## src/rtl/ep0_csr_pkg.sv

```systemverilog
package ep0_csr_pkg;
  localparam int DATA_W = 8;

  localparam int B_CLR_SETUP  = 7;
  localparam int B_CLR_OUT    = 6;
  localparam int B_STALL      = 5;
  localparam int B_SETUP_END  = 4;
  localparam int B_DATA_END   = 3;
  localparam int B_SENT_STALL = 2;
  localparam int B_IN_RDY     = 1;
  localparam int B_OUT_RDY    = 0;

  // firmware intents decoded from one status-byte write
  typedef struct packed {
    logic clr_setup;
    logic clr_out;
    logic set_stall;
    logic set_data_end;
    logic clr_sent;
    logic set_in_rdy;
  } cs_wr_t;

  typedef struct packed {
    logic setup_end;
    logic out_rcvd;
    logic in_sent;
    logic stall_sent;
    logic stage_done;
  } pe_evt_t;
endpackage

```

## src/rtl/ep0_index_reg.sv

```systemverilog
module ep0_index_reg #(
  parameter int DATA_W = 8,
  parameter int IDX_W  = 4,
  parameter int NUM_EP = 6
) (
  input  logic              clk_i,
  input  logic              rst_ni,
  input  logic              wr_i,
  input  logic [DATA_W-1:0] wdata_i,
  output logic [IDX_W-1:0]  idx_o,
  output logic              is_ep0_o
);
  localparam int MAX_IDX = NUM_EP - 1;

  logic [IDX_W-1:0] idx_q;
  logic             legal;

  assign legal = (int'(wdata_i) <= MAX_IDX);

  always_ff @(posedge clk_i or negedge rst_ni) begin
    if (!rst_ni)           idx_q <= '0;
    else if (wr_i && legal) idx_q <= wdata_i[IDX_W-1:0];
  end

  assign idx_o    = idx_q;
  assign is_ep0_o = (idx_q == '0);

  a_r3_idx_legal: assert property (@(posedge clk_i) disable iff (!rst_ni)
    int'(idx_q) <= MAX_IDX);
  a_r3_illegal_kept: assert property (@(posedge clk_i) disable iff (!rst_ni)
    (wr_i && !legal) |=> $stable(idx_q));
endmodule

```

## src/rtl/ep0_fw_flags.sv

```systemverilog
module ep0_fw_flags
  import ep0_csr_pkg::*;
(
  input  logic    clk_i,
  input  logic    rst_ni,
  input  cs_wr_t  cs_wr_i,
  input  pe_evt_t evt_i,
  output logic    stall_o,
  output logic    data_end_o,
  output logic    in_rdy_o,
  output logic    in_done_o
);
  logic stall_q, data_end_q, in_rdy_q;
  logic de_accept;

  // data-end only counts alongside a packet hand-off
  assign de_accept = cs_wr_i.set_data_end & (cs_wr_i.set_in_rdy | cs_wr_i.clr_out);

  always_ff @(posedge clk_i or negedge rst_ni) begin
    if (!rst_ni) begin
      stall_q    <= 1'b0;
      data_end_q <= 1'b0;
      in_rdy_q   <= 1'b0;
    end else begin
      if (evt_i.stall_sent)     stall_q <= 1'b0;
      else if (cs_wr_i.set_stall) stall_q <= 1'b1;

      if (evt_i.setup_end)      data_end_q <= 1'b0;
      else if (de_accept)       data_end_q <= 1'b1;
      else if (evt_i.stage_done) data_end_q <= 1'b0;

      if (evt_i.setup_end)       in_rdy_q <= 1'b0;
      else if (cs_wr_i.set_in_rdy) in_rdy_q <= 1'b1;
      else if (evt_i.in_sent)    in_rdy_q <= 1'b0;
    end
  end

  assign stall_o    = stall_q;
  assign data_end_o = data_end_q;
  assign in_rdy_o   = in_rdy_q;
  assign in_done_o  = evt_i.in_sent & in_rdy_q;

  a_r5_stall_retired: assert property (@(posedge clk_i) disable iff (!rst_ni)
    evt_i.stall_sent |=> !stall_q);
  a_r7_flush_drops_requests: assert property (@(posedge clk_i) disable iff (!rst_ni)
    evt_i.setup_end |=> (!in_rdy_q && !data_end_q));
  a_r10_lone_data_end: assert property (@(posedge clk_i) disable iff (!rst_ni)
    (cs_wr_i.set_data_end && !cs_wr_i.set_in_rdy && !cs_wr_i.clr_out && !data_end_q)
    |=> !data_end_q);
endmodule

```

## src/rtl/ep0_hw_flags.sv

```systemverilog
module ep0_hw_flags
  import ep0_csr_pkg::*;
(
  input  logic    clk_i,
  input  logic    rst_ni,
  input  cs_wr_t  cs_wr_i,
  input  pe_evt_t evt_i,
  output logic    setup_end_o,
  output logic    out_rdy_o,
  output logic    sent_stall_o
);
  logic setup_end_q, out_rdy_q, sent_stall_q;

  // engine set beats firmware clear
  always_ff @(posedge clk_i or negedge rst_ni) begin
    if (!rst_ni) begin
      setup_end_q  <= 1'b0;
      out_rdy_q    <= 1'b0;
      sent_stall_q <= 1'b0;
    end else begin
      if (evt_i.setup_end)       setup_end_q <= 1'b1;
      else if (cs_wr_i.clr_setup) setup_end_q <= 1'b0;

      if (evt_i.out_rcvd)        out_rdy_q <= 1'b1;
      else if (cs_wr_i.clr_out)  out_rdy_q <= 1'b0;

      if (evt_i.stall_sent)      sent_stall_q <= 1'b1;
      else if (cs_wr_i.clr_sent) sent_stall_q <= 1'b0;
    end
  end

  assign setup_end_o  = setup_end_q;
  assign out_rdy_o    = out_rdy_q;
  assign sent_stall_o = sent_stall_q;

  a_r12_out_set_wins: assert property (@(posedge clk_i) disable iff (!rst_ni)
    evt_i.out_rcvd |=> out_rdy_q);
  a_r12_setup_set_wins: assert property (@(posedge clk_i) disable iff (!rst_ni)
    evt_i.setup_end |=> setup_end_q);
  a_r6_sent_sticky: assert property (@(posedge clk_i) disable iff (!rst_ni)
    (sent_stall_q && !cs_wr_i.clr_sent) |=> sent_stall_q);
endmodule

```

## src/rtl/ep0_irq_gen.sv

```systemverilog
module ep0_irq_gen
  import ep0_csr_pkg::*;
(
  input  logic    clk_i,
  input  logic    rst_ni,
  input  pe_evt_t evt_i,
  input  logic    in_done_i,
  input  logic    irq_en_i,
  output logic    irq_o,
  output logic    flush_o
);
  logic irq_q, flush_q, any_evt;

  assign any_evt = evt_i.setup_end | evt_i.out_rcvd | evt_i.stall_sent | in_done_i;

  always_ff @(posedge clk_i or negedge rst_ni) begin
    if (!rst_ni) begin
      irq_q   <= 1'b0;
      flush_q <= 1'b0;
    end else begin
      irq_q   <= irq_en_i & any_evt;
      flush_q <= evt_i.setup_end;
    end
  end

  assign irq_o   = irq_q;
  assign flush_o = flush_q;

  a_r11_irq_gated: assert property (@(posedge clk_i) disable iff (!rst_ni)
    irq_q |-> $past(irq_en_i));
  a_r11_irq_masked: assert property (@(posedge clk_i) disable iff (!rst_ni)
    !irq_en_i |=> !irq_q);
endmodule

```

## src/rtl/ep0_ctrl_csr.sv

```systemverilog
module ep0_ctrl_csr
  import ep0_csr_pkg::*;
#(
  parameter int IDX_W    = 4,
  parameter int NUM_EP   = 6,
  parameter int ADDR_W   = 1,
  parameter int IDX_ADDR = 0,
  parameter int CS_ADDR  = 1
) (
  input  logic              clk_i,
  input  logic              rst_ni,
  input  logic [ADDR_W-1:0] addr_i,
  input  logic              wr_en_i,
  input  logic [DATA_W-1:0] wdata_i,
  output logic [DATA_W-1:0] rdata_o,
  input  logic              irq_en_i,
  input  logic              pe_setup_end_i,
  input  logic              pe_out_rcvd_i,
  input  logic              pe_in_sent_i,
  input  logic              pe_stall_sent_i,
  input  logic              pe_stage_done_i,
  output logic              stall_o,
  output logic              in_rdy_o,
  output logic              data_end_o,
  output logic              flush_o,
  output logic              irq_o
);
  logic             sel_idx, sel_cs, is_ep0, cs_access;
  logic [IDX_W-1:0] idx;
  cs_wr_t           cs_wr;
  pe_evt_t          evt;
  logic             setup_end, out_rdy, sent_stall, in_done;
  logic             stall, data_end, in_rdy;
  logic [DATA_W-1:0] cs_byte;

  assign sel_idx   = (int'(addr_i) == IDX_ADDR);
  assign sel_cs    = (int'(addr_i) == CS_ADDR);
  assign cs_access = wr_en_i & sel_cs & is_ep0;

  always_comb begin
    cs_wr.clr_setup    = cs_access & wdata_i[B_CLR_SETUP];
    cs_wr.clr_out      = cs_access & wdata_i[B_CLR_OUT];
    cs_wr.set_stall    = cs_access & wdata_i[B_STALL];
    cs_wr.set_data_end = cs_access & wdata_i[B_DATA_END];
    cs_wr.clr_sent     = cs_access & ~wdata_i[B_SENT_STALL];
    cs_wr.set_in_rdy   = cs_access & wdata_i[B_IN_RDY];
  end

  always_comb begin
    evt.setup_end  = pe_setup_end_i;
    evt.out_rcvd   = pe_out_rcvd_i;
    evt.in_sent    = pe_in_sent_i;
    evt.stall_sent = pe_stall_sent_i;
    evt.stage_done = pe_stage_done_i;
  end

  ep0_index_reg #(.DATA_W(DATA_W), .IDX_W(IDX_W), .NUM_EP(NUM_EP)) u_index (
    .clk_i, .rst_ni,
    .wr_i     (wr_en_i & sel_idx),
    .wdata_i  (wdata_i),
    .idx_o    (idx),
    .is_ep0_o (is_ep0)
  );

  ep0_fw_flags u_fw (
    .clk_i, .rst_ni,
    .cs_wr_i    (cs_wr),
    .evt_i      (evt),
    .stall_o    (stall),
    .data_end_o (data_end),
    .in_rdy_o   (in_rdy),
    .in_done_o  (in_done)
  );

  ep0_hw_flags u_hw (
    .clk_i, .rst_ni,
    .cs_wr_i      (cs_wr),
    .evt_i        (evt),
    .setup_end_o  (setup_end),
    .out_rdy_o    (out_rdy),
    .sent_stall_o (sent_stall)
  );

  ep0_irq_gen u_irq (
    .clk_i, .rst_ni,
    .evt_i     (evt),
    .in_done_i (in_done),
    .irq_en_i  (irq_en_i),
    .irq_o     (irq_o),
    .flush_o   (flush_o)
  );

  always_comb begin
    cs_byte               = '0;
    cs_byte[B_STALL]      = stall;
    cs_byte[B_SETUP_END]  = setup_end;
    cs_byte[B_DATA_END]   = data_end;
    cs_byte[B_SENT_STALL] = sent_stall;
    cs_byte[B_IN_RDY]     = in_rdy;
    cs_byte[B_OUT_RDY]    = out_rdy;
  end

  always_comb begin
    rdata_o = '0;
    if (sel_idx)              rdata_o[IDX_W-1:0] = idx;
    else if (sel_cs && is_ep0) rdata_o = cs_byte;
  end

  assign stall_o    = stall;
  assign in_rdy_o   = in_rdy;
  assign data_end_o = data_end;

  a_r7_flush_follows: assert property (@(posedge clk_i) disable iff (!rst_ni)
    pe_setup_end_i |=> (flush_o && setup_end));
  a_r2_gated_write: assert property (@(posedge clk_i) disable iff (!rst_ni)
    (wr_en_i && sel_cs && !is_ep0 && !pe_stall_sent_i && !pe_setup_end_i)
    |=> $stable(stall_o));
  a_r4_cmd_bits_zero: assert property (@(posedge clk_i) disable iff (!rst_ni)
    sel_cs |-> (rdata_o[B_CLR_SETUP] == 1'b0 && rdata_o[B_CLR_OUT] == 1'b0));
endmodule

```

## config.mk

```make
export PLATFORM = sky130hd
export DESIGN_NAME = ep0_ctrl_csr
export DESIGN_NICKNAME = d
export VERILOG_FILES = /design/src/rtl/ep0_csr_pkg.sv /design/src/rtl/ep0_index_reg.sv /design/src/rtl/ep0_fw_flags.sv /design/src/rtl/ep0_hw_flags.sv /design/src/rtl/ep0_irq_gen.sv /design/src/rtl/ep0_ctrl_csr.sv
export SDC_FILE = /design/constraint.sdc
export NUM_CORES = 1
export LEC_CHECK = 0
export ABC_AREA = 1
export BUFFER_PORTS_ARGS = -buffer_cell sky130_fd_sc_hd__buf_2
export CAP_MARGIN = 20
export CORE_MARGIN = 10
export CORE_UTILIZATION = 47
export DETAILED_ROUTE_END_ITERATION = 6
export GPL_TIMING_DRIVEN = 0
export PLACE_DENSITY_LB_ADDON = 0.05
export SYNTH_ARGS = -nofsm -noshare
export SYNTH_HDL_FRONTEND = slang
export SYNTH_HIERARCHICAL = 1
export SYNTH_SLANG_ARGS = --single-unit
```

## constraint.sdc

```tcl
create_clock -name clk_i -period 4.17 [get_ports clk_i]
set_input_delay 0.6255 -clock clk_i [delete_from_list [all_inputs] [get_ports clk_i]]
set_output_delay 0.6255 -clock clk_i [all_outputs]
set_load 0.01 [all_outputs]
```

==> reports/metrics.csv, run 1 <==
stage;metric;value;unit
run_status;status;finished, final reports clean;
floorplanning;Starting Density;50.8;%
critical_path;worst setup path class;flop to primary output;
finish;Final Cell Area;863;sq um
finish;area grow syn2layout;29.0;%
sta;RSZ-0062 raised after global routing;no;
critical_path;Data arrival, critical path;1.95;ns
finish;Final #Nets;148;
clock_tree;post-CTS setup buffers;0;
place;IO Port Bufs;27;
detailed_routing;wire per inst;11.5;um
place;Cell Area, Placed;827;sq um
sta;relative slew slack;34.1;%
detailed_routing;drt total wl;1650;um
finish;share of cells above drive strength 1;31.0;%
clock_tree;CTS clk-pin slew, worst paths;0.07;ns
finish;commonest cells after routing, fill and taps aside;27 x buf_2, 26 x nand2_1, 20 x inv_1;
detailed_routing;Residual DRC;0;
global_routing;GRT overflow;0;
yosys;EDFF count, synth;0;
sta;clk_skew;0.000636;ns
floorplanning;die height;57.7;um
flow_run;Max-Cap Viols;0;
pwr;P per Cell Area;321;nW/um^2
critical_path;Reg2Reg Setup Slack;2.15;ns
pwr;maximum VDD drop;0.267;mV
sta;worst slew pin tran;0.979;ns
finish;most common cell after layout, fill and taps aside;buf_2;
global_routing;initial antenna violation count;0;
yosys;Synth Register Bits;12;
clock_tree;total clock sinks;12;
floorplanning;core area;1320;sq um
detailed_routing;first-pass detailed-route iteration total;4;
sta;Slew Limit Fails;0;
clock_tree;Post-CTS Resized;0;
global_routing;global-route wire length before repair;2840;um
place;RePlAce Congestion;0.783;
clock_tree;# H-tree levels;1;
yosys;ys flop type;dfrtp_1;
yosys;Area contributors post-synth;dfrtp_1 45%, nand2_1 15%, inv_1 11%, nor2_1 8.4%, nand3_1 5.2%;
finish;Fillers;137;
sta;Final Cycle Share;61.8;%
critical_path;Crit Path Max Fanout;6;
clock_tree;Root Driver;clkbuf_4;
sta;final hold violation count;0;
global_routing;largest net degree at the start of global routing;13;
detailed_routing;Via density;4.47;
place;DP HPWL;1400;um
floorplanning;die width;57.7;um
critical_path;critical path startpoint category;flop;
sta;Setup Viol. Count Final;0;
floorplanning;Boundary Pins;31;
place;dpl cells;140;
yosys;mapped cell area;669;sq um
pwr;leakage power;0.000553;uW
clock_tree;Worst-Skew Late Latency;0.26;ns
floorplanning;Row Count;13;
floorplanning;DIE AREA;3330;sq um
clock_tree;Bufs on Longest Clock Path;2;
global_routing;vias in the first global route;677;
yosys;Mean Syn Cell Area;6.90;sq um
finish;ANT cells;0;
detailed_routing;Final ANT Viol Nets;0;
finish;post-route insts no fill;144;
yosys;Ys Warns;6;
global_routing;All-Layer GR Usage;10.3;%
yosys;sequential-to-total area share from yosys stat;44.9;%
sta;post-layout min period;2.58;ns
critical_path;endpoint class of the critical path;primary output;
yosys;post-synth top area cell;dfrtp_1;
detailed_routing;via count;643;
sta;Setup TNS;0;ns
critical_path;WP data required;3.54;ns
worst_hold_path;type of the most critical hold path;input pin to asynchronous set/reset pin;
clock_tree;Hold-fix buffers, CTS;0;
yosys;Yosys cell types;16;
sta;Worst Slack Setup Final;1.59;ns
place;Setup WS pre-CTS;1.91;ns
sta;Achievable Freq;0.388;GHz
clock_tree;CTS tree;done;
yosys;Post-Synthesis Cells;97;
clock_tree;Num CTS Buffers;3;
detailed_routing;DRT iter0 DRCs;16;
yosys;area share of the largest cell type after synthesis;44.9;%
yosys;Async S/R FF share, synth;100;%
cell type report:
type                    instances  area [sq um]  share of cell area [%]
well taps                      15          18.8                    2.17
clock buffers                   4          36.3                    4.20
repair buffers                 27           135                    15.7
multi-input cells              60           264                    30.6
plain buffers                   3          22.5                    2.61
flip-flops and latches         12           300                    34.8
inverters                      23          86.3                    10.0
cells in the mapped netlist, types with 2 or more instances:
library cell  number
a21oi_1            3
buf_4              3
dfrtp_1           12
inv_1             20
inv_2              2
nand2_1           26
nand2_2            2
nand3_1            7
nor2_1            15
metal layers:
metal,vias to the layer above,wire length (um),track usage (%)
li1,343,-,-
met1,274,695,10.6
met2,24,753,17.6
met3,2,192,6.10
met4,0,11,2.01
met5,-,0,0
final timing paths:
| check | startpoint | to | cells after the start |
|---|---|---|---|
| min | rst_ni | u_fw/in_rdy_o | 1 |
| max | u_index/idx_o[1] | rdata_o[5] | 4 |
| min in group clk_i | u_hw/setup_end_o | u_hw/setup_end_o | 2 |
| max in group asynchronous | rst_ni | u_fw/stall_o | 1 |
| max reg2reg | u_index/idx_o[1] | u_fw/data_end_o | 5 |
| min reg2reg | u_hw/setup_end_o | u_hw/setup_end_o | 2 |
worst max-delay path, cell delays in order (launching register included):
cell     delay, ns
dfrtp_1       0.40
nor4_1        0.85
nand2_1       0.16
nor2_1        0.13
buf_2         0.14
logic make-up (layout without fill, tap and decap cells):
kind of cell,Yosys count,count (layout),synth area share [%]
flops,12,12,44.9
simple gates,53,53,34.2
other cells,1,2,0.560
buf+inv,26,57,16.3
compound gates,5,5,4.11
registers in the layout, indices dropped and copies added, names as in the netlist:
register / cells
u_hw/sent_stall_o: 1
u_fw/in_rdy_o: 1
u_index/idx_o: 4
u_fw/stall_o: 1
u_fw/data_end_o: 1
u_hw/setup_end_o: 1
u_irq/irq_o: 1
u_irq/flush_o: 1
u_hw/out_rdy_o: 1
through the flow:
step | hold slack [ns] | total power (uW) | utilization [%]
CTS | 0.222 | 282 | 65.5
detailed placement | 0.457 | 190 | 62.8
finish | 0.221 | 277 | 65.5
floorplan | 0.330 | 163 | -
global placement | 0.455 | 188 | 62.8
global route | 0.213 | 297 | 65.5
power by group:
part           switching (uW)  leakage (uW)  internal (uW)
Sequential               4.29      0.000148            123
Combinational            36.4      0.000384           23.3
Clock                    37.0     0.0000210           53.0
Total                    77.7      0.000553            199
(Power assumes the default switching activity.)
==> inputs of run 2 (changes only) <==
--- a/config.mk
+++ b/config.mk
@@ -9,7 +9,7 @@
 export BUFFER_PORTS_ARGS = -buffer_cell sky130_fd_sc_hd__buf_2
 export CAP_MARGIN = 20
 export CORE_MARGIN = 10
-export CORE_UTILIZATION = 47
+export CORE_UTILIZATION = 40
 export DETAILED_ROUTE_END_ITERATION = 6
 export GPL_TIMING_DRIVEN = 0
 export PLACE_DENSITY_LB_ADDON = 0.05
==> constraint.sdc (replaced) <==
create_clock -name clk_i -period 2.1 [get_ports clk_i]
set_input_delay 0.315 -clock clk_i [delete_from_list [all_inputs] [get_ports clk_i]]
set_output_delay 0.315 -clock clk_i [all_outputs]
set_load 0.01 [all_outputs]
==> run 2 against run 1 <==
Compared with the run above:
- die area increased by 11%
- sequential share of layout area decreased by 0.15 points
- sequential power increased by 100%
- cell count increased by 0.69%
- via count decreased by 1.2%
- worst hold slack got worse by 0.0055 ns
==> reports/metrics.csv, run 2 (same netlist as run 1, synthesis figures left out) <==
stage;metric;value;unit;change
run_status;status;finished, final reports clean;;
critical_path;Data arrival, critical path;1.67;ns;-0.28 ns
critical_path;CP cell instances;nor4_2 > nand3_1 > nand2_1 > buf_2;;
critical_path;critical path startpoint category;flop;;
finish;Final #Nets;149;;+0.68%
finish;max reg flops;4;;unchanged
clock_tree;total clock sinks;12;;unchanged
detailed_routing;drt total wl;1670;um;+0.73%
critical_path;Crit Path Max Fanout;6;;unchanged
finish;ANT cells;0;;unchanged
sta;worst slew pin tran;0.631;ns;-0.349 ns
pwr;P per Cell Area;593;nW/um^2;+85%
floorplanning;die width;60.9;um;+5.5%
flow_run;Max-Cap Viols;0;;unchanged
floorplanning;DIE AREA;3710;sq um;+11%
finish;most common cell after layout, fill and taps aside;buf_2;;
clock_tree;# H-tree levels;1;;unchanged
detailed_routing;DRT iter0 DRCs;6;;-10
place;dpl cells;141;;+0.71%
sta;clk_skew;0.00248;ns;+0.00185 ns
floorplanning;core area;1540;sq um;+17%
detailed_routing;Residual DRC;0;;unchanged
sta;Achievable Freq;0.504;GHz;
clock_tree;post-CTS setup buffers;0;;unchanged
finish;share of cells above drive strength 1;31.0;%;unchanged
clock_tree;CTS clk-pin slew, worst paths;0.07;ns;about the same
detailed_routing;Final ANT Viol Nets;0;;unchanged
pwr;maximum VDD drop;0.424;mV;+59%
global_routing;global-route wire length before repair;2690;um;-5.3%
global_routing;All-Layer GR Usage;9.57;%;-0.70 points
finish;Final Cell Area;867;sq um;+0.43%
place;IO Port Bufs;27;;unchanged
clock_tree;Bufs on Longest Clock Path;2;;unchanged
finish;post-route insts no fill;145;;+0.69%
sta;RSZ-0062 raised after global routing;no;;
clock_tree;CTS tree;done;;
floorplanning;Row Count;14;;+1
finish;commonest cells after routing, fill and taps aside;27 x buf_2, 26 x nand2_1, 20 x inv_1;;
clock_tree;Root Driver;clkbuf_4;;
clock_tree;Worst-Skew Late Latency;0.27;ns;about the same
finish;FF+latch area;300;sq um;unchanged
finish;Util after Layout;56.3;%;-9.3 points
worst_hold_path;type of the most critical hold path;input pin to flop;;
critical_path;WP data required;1.78;ns;-1.76 ns
floorplanning;die height;60.9;um;+5.5%
sta;Slew Limit Fails;0;;unchanged
sta;final hold violation count;0;;unchanged
global_routing;largest net degree at the start of global routing;13;;unchanged
sta;post-layout min period;1.98;ns;
detailed_routing;first-pass detailed-route iteration total;4;;unchanged
finish;multi-input logic area;270;sq um;+2.4%
sta;Setup Viol. Count Final;0;;unchanged
critical_path;Slowest-stage cell, CP;nor4_2;;
sta;relative slew slack;57.6;%;+23 points
floorplanning;Starting Density;43.4;%;-7.4 points
detailed_routing;via count;635;;-1.2%
global_routing;vias in the first global route;656;;-3.1%
critical_path;worst setup path class;flop to primary output;;
sta;Setup TNS;0;ns;unchanged
critical_path;endpoint class of the critical path;primary output;;
place;Cell Area, Placed;828;sq um;+0.15%
place;DP HPWL;1340;um;-4.3%
global_routing;GRT overflow;0;;unchanged
detailed_routing;Via density;4.38;;-1.9%
floorplanning;Boundary Pins;31;;unchanged
sta;Final Cycle Share;94.5;%;
pwr;leakage power;0.000551;uW;-0.30%
global_routing;initial antenna violation count;0;;unchanged
clock_tree;Num CTS Buffers;3;;unchanged
critical_path;slowest stage delay, CP;0.61;ns;-0.24 ns
finish;Fillers;163;;+19%
place;RePlAce Congestion;0.768;;-1.9%
finish;area grow syn2layout;29.5;%;
detailed_routing;wire per inst;11.5;um;about the same
run 2: metrics by stage:
| step | total power [uW] | setup WS [ns] | hold WS [ns] |
|---|---|---|---|
| floorplan | 325 | 0.451 | 0.0194 |
| global placement | 375 | 0.159 | 0.204 |
| detailed placement | 376 | 0.126 | 0.210 |
| CTS | 525 | 0.121 | 0.207 |
| global route | 552 | 0.00390 | 0.202 |
| finish | 514 | 0.116 | 0.216 |
run 2: path summary, 6_finish.rpt:
check | slack [ns] | to | cells after the start | start
min | 0.22 | u_irq/flush_o | 1 | pe_setup_end_i
min in group asynchronous | 0.45 | u_irq/irq_o | 2 | rst_ni
min reg2reg | 0.47 | u_hw/setup_end_o | 2 | u_hw/setup_end_o
max reg2reg | 0.38 | u_fw/data_end_o | 5 | u_index/idx_o[1]
max | 0.12 | rdata_o[1] | 4 | u_index/idx_o[1]
max in group asynchronous | 1.44 | u_index/idx_o[3] | 2 | rst_ni
run 2: layout make-up:
type                            instances  share of cell area, %
Sequential cell                        12                   34.6
Multi-Input combinational cell         60                   31.2
Timing Repair Buffer                   28                   16.7
Inverter                               23                   9.96
Clock buffer                            3                   2.60
Buffer                                  3                   2.60
Tap cell                               16                   2.31
run 2: repair_timing:
action	4_1_cts	5_1_grt
hold buffers	1	0
gates resized for setup	1	0
endpoints found under the hold margin	12	0
setup endpoints to repair	6	0
run 2: per-layer routing:
metal / global-route usage [%] / wire, um
met1: 9.68 / 704
met2: 15.4 / 735
met3: 5.64 / 210
met4: 4.70 / 14
met5: 0 / 0
run 2: where the power goes:
part           leakage (uW)  internal, uW  switching (uW)
clock network     0.0000138          66.2            72.5
logic              0.000390          49.2            71.8
registers          0.000148           245            9.50
run 2: critical path: cells and delay by family, from the launching register on:
kind | cells | cell delay [ns]
simple gates | 3 | 0.87
flops | 1 | 0.40
buf+inv | 1 | 0.13
